### src/rtl/dram_seq_pkg.sv
// Shared constants for the DRAM strobe sequencer.
// Assumes every timing field is CFG_W bits and means field+1 clocks.
package dram_seq_pkg;
    localparam int CFG_W   = 2;
    // Longest elapsed count: ack limit (hold+2) plus the end edge.
    localparam int MAX_CNT = (1 << CFG_W) + 2;
    localparam int CNT_W   = $clog2(MAX_CNT + 1);

    typedef logic [CFG_W-1:0] cfg_t;
    typedef logic [CNT_W-1:0] cnt_t;

    // Convert an encoded field into a clock count.
    function automatic cnt_t cfg_clocks(input cfg_t f);
        return cnt_t'(f) + cnt_t'(1);
    endfunction
endpackage

### src/rtl/dram_seq_ras.sv
// Row-strobe timer with precharge tracking.
// Drives ras_n low on start and raises it after the programmed low time.
// Then counts the precharge gap and reports pre_ok once a new start is allowed.
// Assumes start is only given while pre_ok is high.
module dram_seq_ras
    import dram_seq_pkg::*;
(
    input  logic clk,
    input  logic rst_n,
    input  logic start,
    input  cfg_t ras_cfg,
    input  cfg_t pre_cfg,
    output logic ras_n,
    output logic pre_ok
);
    cnt_t ras_left;
    cnt_t pre_left;
    cfg_t pre_q;

    // Row strobe low-time and precharge countdown.
    always_ff @(posedge clk) begin
        if (!rst_n) begin
            ras_n    <= 1'b1;
            ras_left <= '0;
            pre_left <= '0;
            pre_q    <= '0;
        end else if (start) begin
            ras_n    <= 1'b0;
            ras_left <= cfg_clocks(ras_cfg);
            pre_q    <= pre_cfg;
        end else if (!ras_n) begin
            if (ras_left == cnt_t'(1)) begin
                ras_n    <= 1'b1;
                pre_left <= cfg_clocks(pre_q);
            end else begin
                ras_left <= ras_left - cnt_t'(1);
            end
        end else if (pre_left != '0) begin
            pre_left <= pre_left - cnt_t'(1);
        end
    end

    // Start is allowed once the strobe is high and the gap has elapsed.
    assign pre_ok = ras_n && (pre_left <= cnt_t'(1));


    prech_gap_chk: assert property (@(posedge clk) disable iff (!rst_n)
        $fell(ras_n) |-> ($past(pre_left) <= cnt_t'(1)));
endmodule

### src/rtl/dram_seq_cyc.sv
// Column-phase sequencer: tracks clocks since start and places the
// column switch, the column strobe, the acknowledge and the end of access.
// Assumes start is never given while busy.
module dram_seq_cyc
    import dram_seq_pkg::*;
(
    input  logic clk,
    input  logic rst_n,
    input  logic start,
    input  cfg_t hold_cfg,
    input  cfg_t ack_cfg,
    output logic busy,
    output logic col_go,
    output logic col_on,
    output logic fin,
    output logic cas_n,
    output logic ack
);
    cnt_t cnt;
    cnt_t hold_lim;
    cnt_t ack_lim;
    cnt_t ack_req;
    cnt_t cas_at;

    // Limits for the access being started; ack waits for the column strobe.
    always_comb begin
        ack_req = cfg_clocks(ack_cfg);
        cas_at  = cfg_clocks(hold_cfg) + cnt_t'(1);
    end

    // Elapsed-clock counter and strobe/ack registers.
    always_ff @(posedge clk) begin
        if (!rst_n) begin
            busy     <= 1'b0;
            cnt      <= '0;
            hold_lim <= '0;
            ack_lim  <= '0;
            col_on   <= 1'b0;
            cas_n    <= 1'b1;
            ack      <= 1'b0;
        end else if (start) begin
            busy     <= 1'b1;
            cnt      <= cnt_t'(1);
            hold_lim <= cfg_clocks(hold_cfg);
            ack_lim  <= (ack_req > cas_at) ? ack_req : cas_at;
        end else if (busy) begin
            cnt <= cnt + cnt_t'(1);
            if (cnt == hold_lim)
                col_on <= 1'b1;
            if (cnt == hold_lim + cnt_t'(1))
                cas_n <= 1'b0;
            if (cnt == ack_lim)
                ack <= 1'b1;
            if (fin) begin
                ack    <= 1'b0;
                cas_n  <= 1'b1;
                busy   <= 1'b0;
                col_on <= 1'b0;
            end
        end
    end

    // Edge events seen by the address path.
    assign col_go = busy && (cnt == hold_lim);
    assign fin    = busy && (cnt == ack_lim + cnt_t'(1));


    cas_after_col_chk: assert property (@(posedge clk) disable iff (!rst_n)
        $fell(cas_n) |-> $past(col_on));

    ack_pulse_chk: assert property (@(posedge clk) disable iff (!rst_n)
        ack |=> !ack);

    ack_under_cas_chk: assert property (@(posedge clk) disable iff (!rst_n)
        ack |-> !cas_n);

    ack_cas_end_chk: assert property (@(posedge clk) disable iff (!rst_n)
        $fell(ack) |-> $rose(cas_n));
endmodule

### src/rtl/dram_seq_addr.sv
// Address path: captures the row (always) and the column (for latch mode)
// when a request is registered, and drives the registered multiplexed bus.
// Assumes col_go/col_on/fin come from the column-phase sequencer.
module dram_seq_addr #(
    parameter int ADDR_W = 10
) (
    input  logic              clk,
    input  logic              rst_n,
    input  logic              capture,
    input  logic              start,
    input  logic              use_held,
    input  logic              latch_en,
    input  logic              col_go,
    input  logic              col_on,
    input  logic              fin,
    input  logic [ADDR_W-1:0] row_addr,
    input  logic [ADDR_W-1:0] col_addr,
    output logic [ADDR_W-1:0] mux_addr
);
    logic [ADDR_W-1:0] row_q;
    logic [ADDR_W-1:0] col_q;
    logic [ADDR_W-1:0] col_src;

    // Column source: frozen copy in latch mode, live input otherwise.
    assign col_src = latch_en ? col_q : col_addr;

    // Capture the request's address halves.
    always_ff @(posedge clk) begin
        if (!rst_n) begin
            row_q <= '0;
            col_q <= '0;
        end else if (capture) begin
            row_q <= row_addr;
            col_q <= col_addr;
        end
    end

    // Multiplexed address bus register.
    always_ff @(posedge clk) begin
        if (!rst_n)
            mux_addr <= '0;
        else if (start)
            mux_addr <= use_held ? row_q : row_addr;
        else if (fin)
            mux_addr <= row_q;
        else if (col_go || col_on)
            mux_addr <= col_src;
    end
endmodule

### src/rtl/dram_seq_top.sv
// DRAM row/column strobe sequencer, non-page mode.
// Accepts a request when strobe and chip select are both high, remembers
// a request that must wait for precharge, and drops requests made during
// an access. Assumes timing fields are stable for one clock around start.
module dram_seq_top
    import dram_seq_pkg::*;
#(
    parameter int ADDR_W = 10
) (
    input  logic              clk,
    input  logic              rst_n,
    input  logic              addr_strobe,
    input  logic              chip_sel,
    input  logic [ADDR_W-1:0] row_addr,
    input  logic [ADDR_W-1:0] col_addr,
    input  logic [CFG_W-1:0]  hold_cfg,
    input  logic [CFG_W-1:0]  ras_cfg,
    input  logic [CFG_W-1:0]  ack_cfg,
    input  logic [CFG_W-1:0]  pre_cfg,
    input  logic              latch_en,
    output logic [ADDR_W-1:0] mux_addr,
    output logic              ras_n,
    output logic              cas_n,
    output logic              ack
);
    logic req;
    logic pend;
    logic busy;
    logic pre_ok;
    logic start;
    logic capture;
    logic col_go;
    logic col_on;
    logic fin;

    // Request qualification and start decision.
    assign req     = addr_strobe && chip_sel;
    assign start   = !busy && (req || pend) && pre_ok;
    assign capture = req && !busy && !pend;

    // Pending flag for a request that waits on precharge.
    always_ff @(posedge clk) begin
        if (!rst_n)
            pend <= 1'b0;
        else if (start)
            pend <= 1'b0;
        else if (req && !busy)
            pend <= 1'b1;
    end

    dram_seq_ras u_ras (
        .clk     (clk),
        .rst_n   (rst_n),
        .start   (start),
        .ras_cfg (ras_cfg),
        .pre_cfg (pre_cfg),
        .ras_n   (ras_n),
        .pre_ok  (pre_ok)
    );

    dram_seq_cyc u_cyc (
        .clk      (clk),
        .rst_n    (rst_n),
        .start    (start),
        .hold_cfg (hold_cfg),
        .ack_cfg  (ack_cfg),
        .busy     (busy),
        .col_go   (col_go),
        .col_on   (col_on),
        .fin      (fin),
        .cas_n    (cas_n),
        .ack      (ack)
    );

    dram_seq_addr #(.ADDR_W(ADDR_W)) u_addr (
        .clk      (clk),
        .rst_n    (rst_n),
        .capture  (capture),
        .start    (start),
        .use_held (pend),
        .latch_en (latch_en),
        .col_go   (col_go),
        .col_on   (col_on),
        .fin      (fin),
        .row_addr (row_addr),
        .col_addr (col_addr),
        .mux_addr (mux_addr)
    );


    ras_on_row_chk: assert property (@(posedge clk) disable iff (!rst_n)
        $fell(ras_n) |-> !col_on);

    no_start_busy_chk: assert property (@(posedge clk) disable iff (!rst_n)
        $past(busy) && busy |-> ras_n || !$fell(ras_n));

    held_until_ok_chk: assert property (@(posedge clk) disable iff (!rst_n)
        pend && !pre_ok |=> ras_n || !$fell(ras_n));
endmodule

### config.mk
export PLATFORM = sky130hd
export DESIGN_NAME = dram_seq_top
export DESIGN_NICKNAME = d
export VERILOG_FILES = /design/src/rtl/dram_seq_pkg.sv /design/src/rtl/dram_seq_ras.sv /design/src/rtl/dram_seq_cyc.sv /design/src/rtl/dram_seq_addr.sv /design/src/rtl/dram_seq_top.sv
export SDC_FILE = /design/constraint.sdc
export NUM_CORES = 1
export LEC_CHECK = 0
export ABC_AREA = 1
export ABC_CLOCK_PERIOD_IN_PS = 2700
export BUFFER_PORTS_ARGS = -buffer_cell sky130_fd_sc_hd__buf_2
export CORE_ASPECT_RATIO = 0.9
export CORE_UTILIZATION = 35
export DETAILED_ROUTE_END_ITERATION = 16
export MAX_ROUTING_LAYER = met4
export PLACE_DENSITY_LB_ADDON = 0.1
export SETUP_SLACK_MARGIN = 0.3
export SLEW_MARGIN = 20
export SYNTH_ARGS = -nofsm -noshare
export SYNTH_HDL_FRONTEND = slang
export SYNTH_HIERARCHICAL = 1
export SYNTH_SLANG_ARGS = --single-unit
### constraint.sdc
create_clock -name clk -period 2.7 [get_ports clk]
set_clock_uncertainty 0.1 [all_clocks]
set_input_delay 0.81 -clock clk [delete_from_list [all_inputs] [get_ports clk]]
set_output_delay 0.81 -clock clk [all_outputs]
set_load 0.01 [all_outputs]
==> impl_metrics.yaml, run 1 <==
synthesis:
  synth_compound_area_share_pct: 14.2
  synthSimpleGateAreaFrac_pct: 32.6
  synth_top_area_share_pct: 33.8
  synth_fp_nets: 534
  ys_ff_latch: 53
  synthAdderAreaFrac_pct: 6.37
  ys_types: 29
  yosys-top-cells-area: "dfxtp_1 34%, nand2_1 14%, nor2_1 8.7%"
  seq_area_frac_synth_pct: 33.8
  netlist_instances: 485
  synth_mux_area_share_pct: 0
  syn_area_per_cell_um2: 6.48
  yosysWarningCount: 6
  synth_top_family_by_area: "simple AND/OR/NAND/NOR gates"
  syn_area_um2: 3140
  yosys.area.top_type: "dfxtp_1"
  synthXorXnorAreaFrac_pct: 0.558
power:
  powerDensity_nw_per_um2: 912
  swShare_pct: 42.9
  internal_power_uw: 1860
  switching_power_uw: 1400
  power_leakage_uw: 0.00179
  irDropWorstVdd_v: 0.000365
  seqPwrFrac_pct: 33.9
  p_comb_share_pct: 48.6
  clockPowerShare_pct: 17.5
timing:
  final-max-slew-violation-count: 0
  setup_slack_ps: 515
  hold_violations: 0
  setup_tns_ps: 0
  fin_crit_ps: 2190
  setup_violations: 0
  slew_headroom_pct: 72.7
  rsz0062_at_grt: "false"
  worstMarginPinSlew_ps: 408
  fmax_ghz: 0.458
  timing.final.crit_share_pct: 80.9
finish:
  layout-drive-gt1-share_pct: 18.3
  layout.nets: 573
  mostFrequentLayoutCells: "115 x nand2_1, 72 x nor2_1, 59 x inv_1"
  fillCellCount: 958
  num_antenna_cells: 0
  multi_input_area_um2: 1700
  final_core_util_pct: 41.4
  area_growth_syn_to_layout_pct: 13.9
  layout_commonest_cell: "nand2_1"
  final_area_um2: 3580
  seq_area_um2: 1060
die:
  core_um2: 8650
  ios: 46
  die_h_um: 91.9
  die_x_um: 102
  rows: 32
  start_util_pct: 36.3
  die-area_um2: 9360
place:
  pre_cts_ws_ps: 117
  gp_congestion: 0.854
  place_hpwl_mm: 5.32
  portBuffers: 45
  dpl_cell_area_um2: 3450
global_routing:
  first_global_vias: 2883
  grt_max_degree: 41
  antenna_found_initial: 0
  grt.total_usage_pct: 18.0
  grt-ovfl-total: 0
  grt_pass1_wl_mm: 13.0
clock_tree:
  path_clk_slew_ps: 100
  cts.sinks: 53
  root_buffer: "clkbuf_8"
  cts_buffers: 5
  clock_path_buffers: 2
  clk_latency_ps: 310
  htreeDepth: 2
  tritoncts: "built"
drt:
  via_per_inst: 4.64
  ant_nets: 0
  wl_per_cell_um: 11.6
  drtPass1Iterations: 4
  num_vias: 2991
  drt-initial-drc-count: 121
  route.detailed.drc: 0
  drt-total-wl_mm: 7.47
setup_path:
  r2r_slack_ps: 520
  path_cells: "buf_2, inv_1, ha_1, xnor2_1, ha_1, nand2_1, o21ai_1, nand2_2, nand2_1, nand2_1, o21ai_1"
  cp-endpoint: "u_cyc/ack_lim[2]"
  r2r.worst_path.cells: 12
  cp_slowest_stage_delay_ps: 320
  critical_path_class: "in2reg"
  critPathMostFrequentCell: "nand2_1"
  crit_path_end_kind: "flip-flop"
  cp_slowest_cell: "ha_1"
  rr_endpoint: "u_addr/mux_addr[7]"
  crit_start: "hold_cfg[0]"
  critical_path_peak_fanout: 6
  r2r_start: "u_ras/pre_left[1]"
  startpoint_type: "input port"
  crit_arrival_ps: 2340
  cp_data_required_time_ps: 2850
worst_hold_path:
  holdPathStages: 2
  min_path_type: "reg2reg"
flow_run:
  maxCapViolations: 0
status:
  status: "finished clean"
metal layers:
metal  global-route usage [%]  part of all wire (%)  vias up
met5                        -                     0        -
met2                     27.7                    42       37
met3                     2.82                   3.1        6
met4                     3.93                  0.59        0
met1                     24.9                    54     1356
li1                         -                     -     1592
worst min path at each step:
stage | start | to | slack (ps)
after floorplan | u_ras/pre_q[0] | u_ras/pre_q[0] | 340
after global placement | u_cyc/cas_n | u_cyc/cas_n | 340
after detailed placement | u_cyc/cas_n | u_cyc/cas_n | 350
after CTS | u_cyc/cas_n | u_cyc/cas_n | 370
after global routing | u_cyc/cas_n | u_cyc/cas_n | 380
final | u_cyc/cas_n | u_cyc/cas_n | 360
through the flow:
| stage | total power (uW) | hold slack, ps | cells |
|---|---|---|---|
| global placement | 2670 | 341 | 636 |
| global route | 3590 | 379 | 644 |
| floorplan | 2370 | 343 | 485 |
| finish | 3260 | 363 | 644 |
| detailed placement | 2690 | 351 | 636 |
| CTS | 3280 | 370 | 644 |
power groups by stage:
stage                     registers (uW)  clock network, uW  logic [uW]
final                               1110                572        1580
after global routing                1130                633        1830
after CTS                           1110                598        1570
after detailed placement            1120                  0        1560
after global placement              1120                  0        1550
after floorplan                     1120                  0        1250
sequential cells by signal, indices dropped and copies added, names as in the netlist, 2 cells and up:
register	cells
u_ras/ras_left	3
u_cyc/cnt	3
u_addr/row_q	10
u_ras/pre_q	2
u_addr/mux_addr	10
u_addr/col_q	10
u_cyc/hold_lim	3
u_cyc/ack_lim	3
u_ras/pre_left	3
logic make-up (layout without fill, tap and decap cells):
logic type,count (synthesis),in the layout
adder cells (fa/ha/maj),16,16
flip-flops,53,53
buffers and inverters,89,129
XOR/XNOR,2,2
AO/OA/AOI/OAI,88,88
AND/OR/NAND/NOR,237,237
cells in the mapped netlist:
library cell  number
buf_1              1
nand4_2            1
nand4_1            1
dfxtp_1           53
inv_2             11
nand3b_1           1
o22ai_1            2
buf_6              4
buf_4              5
nand2_4            2
nor3_2             1
buf_2              3
nor2_4             2
clkbuf_2           3
and3_1             1
clkbuf_1           3
nor2_2             5
a21oi_2            1
o21ai_1           13
nor2_1            73
a21oi_1           26
xnor2_1            2
nand3_2            3
nand2_2            9
ha_1              16
o21ai_0           46
inv_1             59
nand2_1          116
nand3_1           22
cell type report:
cell class | count | area share (%)
Sequential cell | 53 | 29.7
Clock inverter | 2 | 1.05
Timing Repair Buffer | 51 | 7.90
Multi-Input combinational cell | 343 | 47.6
Clock buffer | 6 | 2.31
Inverter | 70 | 7.35
Tap cell | 119 | 4.16
what timing repair did:
item,4_1_cts,5_1_grt
hold buffers,0,0
buffers inserted,0,0
resized for setup,0,2
setup endpoints to repair,0,13
worst max-delay path: cells and delay by family:
| kind | cells | cell delay [ps] |
|---|---|---|
| buf+inv | 2 | 190 |
| compound gates | 2 | 250 |
| simple gates | 4 | 300 |
| fa+ha+maj | 2 | 620 |
| xor+xnor | 1 | 160 |
No activity file was read; power rests on OpenSTA's default activity.
==> run 2: changes to the inputs <==
--- a/config.mk
+++ b/config.mk
@@ -6,7 +6,7 @@
 export NUM_CORES = 1
 export LEC_CHECK = 0
 export ABC_AREA = 1
-export ABC_CLOCK_PERIOD_IN_PS = 2700
+export ABC_CLOCK_PERIOD_IN_PS = 2029
 export BUFFER_PORTS_ARGS = -buffer_cell sky130_fd_sc_hd__buf_2
 export CORE_ASPECT_RATIO = 0.9
 export CORE_UTILIZATION = 35
==> constraint.sdc (replaced) <==
create_clock -name clk -period 2.03 [get_ports clk]
set_clock_uncertainty 0.1 [all_clocks]
set_input_delay 0.609 -clock clk [delete_from_list [all_inputs] [get_ports clk]]
set_output_delay 0.609 -clock clk [all_outputs]
set_load 0.01 [all_outputs]
==> impl_metrics.yaml, run 2 (synthesis gave the netlist of run 1 again) <==
timing:
  setup_tns_ps: 0
  setup_violations: 0
  hold_violations: 0
  fmax_ghz: 0.550
  worstMarginPinSlew_ps: 357
  slew_headroom_pct: 76.2
  rsz0062_at_grt: "true"
  timing.final.crit_share_pct: 89.5
  fin_crit_ps: 1820
  final-max-slew-violation-count: 0
status:
  status: "finished clean"
finish:
  final_core_util_pct: 48.0
  mostFrequentLayoutCells: "109 x nand2_1, 65 x nor2_1, 54 x inv_1"
  multi_input_area_um2: 1920
  num_antenna_cells: 0
  layout_commonest_cell: "nand2_1"
  layout.nets: 601
  layout-drive-gt1-share_pct: 29.8
  seq_area_um2: 1070
  area_growth_syn_to_layout_pct: 32.3
  fillCellCount: 890
  reg_top3: "u_addr/col_q (10), u_addr/mux_addr (10), u_addr/row_q (10)"
setup_path:
  critical_path_peak_fanout: 10
  critical_path_class: "reg2reg"
  path_delay_family: "simple AND/OR/NAND/NOR gates"
  crit_path_end_kind: "flip-flop"
  cp_data_required_time_ps: 2160
  crit_arrival_ps: 1950
  path_cells: "ha_4, inv_1, nand2_1, nand2_2, nor2_4, nand2_2, nor2_4, inv_4, nand3_4, clkbuf_16, nand2_1, nor2_1, nor2_1"
  crit_buf_inv: 3
  cp_slowest_cell: "dfxtp_2"
  cp_slowest_stage_delay_ps: 350
  startpoint_type: "flip-flop"
global_routing:
  first_global_vias: 2853
  grt.total_usage_pct: 17.6
  grt_pass1_wl_mm: 12.6
  grt_max_degree: 42
  grt-ovfl-total: 0
  antenna_found_initial: 0
die:
  rows: 32
  die-area_um2: 9360
  core_um2: 8650
  die_x_um: 102
  start_util_pct: 36.3
  die_h_um: 91.9
  ios: 46
power:
  power_leakage_uw: 0.00199
  swShare_pct: 43.1
  powerDensity_nw_per_um2: 1210
  total_power_uw: 5040
  switching_power_uw: 2170
  clockPowerShare_pct: 12.5
  p_comb_share_pct: 58.1
  internal_power_uw: 2870
  irDropWorstVdd_v: 0.000403
  seqPwrFrac_pct: 29.4
drt:
  drt-initial-drc-count: 130
  via_per_inst: 4.58
  drt-total-wl_mm: 7.99
  drtPass1Iterations: 4
  wl_per_cell_um: 11.9
  ant_nets: 0
  route.detailed.drc: 0
  num_vias: 3075
worst_hold_path:
  min_path_type: "reg2reg"
clock_tree:
  path_clk_slew_ps: 110
  cts_buffers: 5
  clock_path_buffers: 2
  root_buffer: "clkbuf_8"
  clk_latency_ps: 320
  cts.sinks: 53
  tritoncts: "built"
  htreeDepth: 2
  holdBufCountCts: 0
place:
  place_hpwl_mm: 5.38
  portBuffers: 45
  gp_congestion: 0.822
flow_run:
  maxCapViolations: 0
==> run 2: changes by cell type in the layout (fill, tap and decap cells not counted), moves of 7 or more <==
cell	delta
buf_4	+12
buf_6	+10
o21ai_0	-10
nor2_1	-7
==> run 2: power groups by stage <==
| stage | clock [uW] | sequential (uW) | combinational [uW] |
|---|---|---|---|
| 6_report | 629 | 1480 | 2930 |
| 5_1_grt | 694 | 1510 | 3300 |
| 3_5_place_dp | 0 | 1480 | 2270 |
| 2_1_floorplan | 0 | 1490 | 1690 |
| 3_3_place_gp | 0 | 1480 | 2250 |
| 4_1_cts | 660 | 1470 | 2420 |
==> run 2: final timing paths <==
| path | startpoint | endpoint | cells after the start | slack [ps] |
|---|---|---|---|---|
| worst max-delay path | u_cyc/ack_lim[0] | u_addr/mux_addr[4] | 13 | 210 |
| worst min-delay path | u_cyc/cas_n | u_cyc/cas_n | 2 | 350 |
| worst min register to register | u_cyc/cas_n | u_cyc/cas_n | 2 | 350 |
| worst max register to register | u_cyc/ack_lim[0] | u_addr/mux_addr[4] | 13 | 210 |
==> run 2: stage by stage <==
| stage | cell area [um^2] | instances | worst slack [ps] | hold WS (ps) |
|---|---|---|---|---|
| 6_report | 4150 | 672 | 213 | 346 |
| 5_1_grt | 4150 | 672 | 121 | 397 |
| 4_1_cts | 3860 | 664 | 203 | 360 |
| 3_5_place_dp | 3630 | 648 | -266 | 342 |
| 3_3_place_gp | 3630 | 648 | -223 | 344 |
| 2_1_floorplan | 3200 | 485 | 98.8 | 343 |
==> run 2: cell type report <==
class,instances,share of cell area [%]
Multi-Input combinational cell,343,46.2
Timing Repair Buffer,79,15.3
Inverter,70,6.99
Clock inverter,3,0.542
Sequential cell,53,25.7
Clock buffer,5,1.66
Tap cell,119,3.58
==> run 2: layer usage <==
| metal | global-route usage (%) | part of all wire [%] | wire, um | vias to the layer above |
|---|---|---|---|---|
| li1 | - | - | - | 1652 |
| met1 | 21.2 | 48 | 3790 | 1371 |
| met2 | 30.0 | 48 | 3850 | 48 |
| met3 | 3.20 | 3.6 | 291 | 4 |
| met4 | 5.00 | 0.68 | 54 | 0 |
| met5 | - | 0 | 0 | - |
==> run 2: timing repair <==
action                                  CTS  global route
setup buffers                             7             5
cloned                                    1             3
pin swaps                                15            27
endpoints found under the setup margin   27            29
resized for setup                        27            48
==> run 2: tightest hold or removal path, delay by kind of cell (launching register included) <==
kind / cells / cell delay, ps
flops: 1 / 320
simple gates: 2 / 100
==> run 3: changes to the inputs <==
--- a/config.mk
+++ b/config.mk
@@ -9,8 +9,9 @@
 export ABC_CLOCK_PERIOD_IN_PS = 2029
 export BUFFER_PORTS_ARGS = -buffer_cell sky130_fd_sc_hd__buf_2
 export CORE_ASPECT_RATIO = 0.9
-export CORE_UTILIZATION = 35
+export CORE_UTILIZATION = 57
 export DETAILED_ROUTE_END_ITERATION = 16
+export GPL_ROUTABILITY_DRIVEN = 1
 export MAX_ROUTING_LAYER = met4
 export PLACE_DENSITY_LB_ADDON = 0.1
 export SETUP_SLACK_MARGIN = 0.3
==> impl_metrics.yaml, run 3 (synthesis gave the netlist of run 1 again) <==
finish:
  multi_input_area_um2: 1980
  num_antenna_cells: 0
  fillCellCount: 395
  seq_area_um2: 1070
  final_core_util_pct: 77.5
  layout.nets: 601
  layout-drive-gt1-share_pct: 30.9
  mostFrequentLayoutCells: "107 x nand2_1, 62 x nor2_1, 52 x inv_1"
  area_growth_syn_to_layout_pct: 30.4
  reg_top3: "u_addr/col_q (10), u_addr/mux_addr (10), u_addr/row_q (10)"
  layout_commonest_cell: "nand2_1"
timing:
  rsz0062_at_grt: "true"
  hold_violations: 0
  setup_tns_ps: 0
  slew_headroom_pct: 74.9
  timing.final.crit_share_pct: 96.5
  fmax_ghz: 0.511
  final-max-slew-violation-count: 0
  fin_crit_ps: 1960
  worstMarginPinSlew_ps: 377
  setup_violations: 0
global_routing:
  antenna_found_initial: 0
  grt_pass1_wl_mm: 13.2
  first_global_vias: 2974
  grt-ovfl-total: 0
  grt.total_usage_pct: 30.2
  grt_max_degree: 41
setup_path:
  critical_path_class: "reg2reg"
  cp_slowest_cell: "dfxtp_2"
  path_cells: "ha_4, inv_2, nand2_2, nand2_2, nor2_4, nand2_2, nor2_2, inv_2, buf_16, o21ai_0, nor2_1, nor2_1, nor2_1"
  startpoint_type: "flip-flop"
  r2r_start: "u_cyc/ack_lim[0]"
  rr_endpoint: "u_addr/mux_addr[7]"
  cp_slowest_stage_delay_ps: 350
  crit_arrival_ps: 2060
  crit_path_end_kind: "flip-flop"
  path_delay_family: "simple AND/OR/NAND/NOR gates"
  cp_data_required_time_ps: 2130
  r2r.worst_path.cells: 13
  path_depth: 13
  crit_buf_inv: 3
  r2r_slack_ps: 70
  critical_path_peak_fanout: 10
power:
  total_power_uw: 5010
  powerDensity_nw_per_um2: 1220
  power_leakage_uw: 0.00201
  irDropWorstVdd_v: 0.000888
drt:
  num_vias: 3345
  ant_nets: 0
  drt-total-wl_mm: 8.68
  drtPass1Iterations: 5
  via_per_inst: 5.40
  drt-initial-drc-count: 228
  wl_per_cell_um: 14.0
  route.detailed.drc: 0
clock_tree:
  cts.sinks: 53
  path_clk_slew_ps: 100
  clk_latency_ps: 310
  tritoncts: "built"
  clock_path_buffers: 2
  htreeDepth: 2
  root_buffer: "clkbuf_8"
  cts_buffers: 5
place:
  place_hpwl_mm: 5.00
  gp_congestion: 0.958
  portBuffers: 45
worst_hold_path:
  holdPathStages: 2
  min_path_type: "reg2reg"
  min_delay_worst_endpoint: "u_cyc/cas_n"
  hold_start: "u_cyc/cas_n"
die:
  ios: 46
  die-area_um2: 5810
  core_um2: 5290
  start_util_pct: 59.4
  rows: 25
  die_h_um: 72.4
  die_x_um: 80.2
status:
  status: "finished clean"
flow_run:
  maxCapViolations: 0
==> run 3: cell types whose count changed in the layout (fill, tap and decap cells not counted), sizes merged <==
| cell | delta |
|---|---|
| nand3 | +2 |
| clkinv | +3 |
| clkbuf | -2 |
| clkinvlp | -2 |
| buf | -1 |
==> run 3: worst max path at each step <==
stage | from | end | slack, ps
6_report | u_cyc/ack_lim[0] | u_addr/mux_addr[7] | 70
5_1_grt | u_cyc/ack_lim[0] | u_addr/mux_addr[7] | -0.2
4_1_cts | u_cyc/ack_lim[0] | u_addr/mux_addr[5] | 170
3_5_place_dp | hold_cfg[0] | u_cyc/ack_lim[0] | -280
3_3_place_gp | hold_cfg[0] | u_cyc/ack_lim[1] | -200
2_1_floorplan | hold_cfg[0] | u_cyc/ack_lim[1] | 100
==> run 3: per-layer routing <==
metal / vias up / track usage, % / part of all wire (%)
li1: 1653 / - / -
met1: 1524 / 38.0 / 43
met2: 142 / 48.6 / 49
met3: 26 / 6.16 / 6.2
met4: 0 / 9.72 / 2.1
met5: - / - / 0
==> run 3: repair_timing <==
action	in CTS	in global routing
pin swaps	14	31
gates cloned	3	2
resized for setup	40	42
buffers inserted	12	5
endpoints found under the setup margin	24	28
hold buffers	0	0
==> run 3: worst register-to-register path, stage by stage (launching register included) <==
cell     delay, ps
dfxtp_2        350
ha_4           270
inv_2           30
nand2_2         50
nand2_2         80
nor2_4         110
nand2_2         70
nor2_2         120
inv_2           80
buf_16         150
o21ai_0        210
nor2_1          90
nor2_1         100
nor2_1          40
==> run 3: power by group <==
part / leakage (uW) / total (uW) / internal, uW / switching, uW
registers: 0.000437 / 1490 / 1310 / 186
clock network: 0.0000439 / 606 / 239 / 367
logic: 0.00153 / 2910 / 1180 / 1730
==> run 3: layout make-up <==
class | count | share of cell area [%]
multi-input cells | 345 | 48.4
flip-flops and latches | 53 | 26.1
repair buffers | 76 | 14.0
inverters | 70 | 7.15
well taps | 67 | 2.05
clock buffers | 5 | 1.68
clock inverters | 3 | 0.428
repair inverters | 1 | 0.214
==> run 3: per-stage QoR <==
stage	hold WS, ps	setup WS (ps)	instance area, um^2	cells
floorplan	343	98.8	3200	485
CTS	379	168	3860	613
finish	376	71.5	4100	620
global route	391	-0.182	4100	620
global placement	336	-202	3510	590
detailed placement	358	-279	3510	590
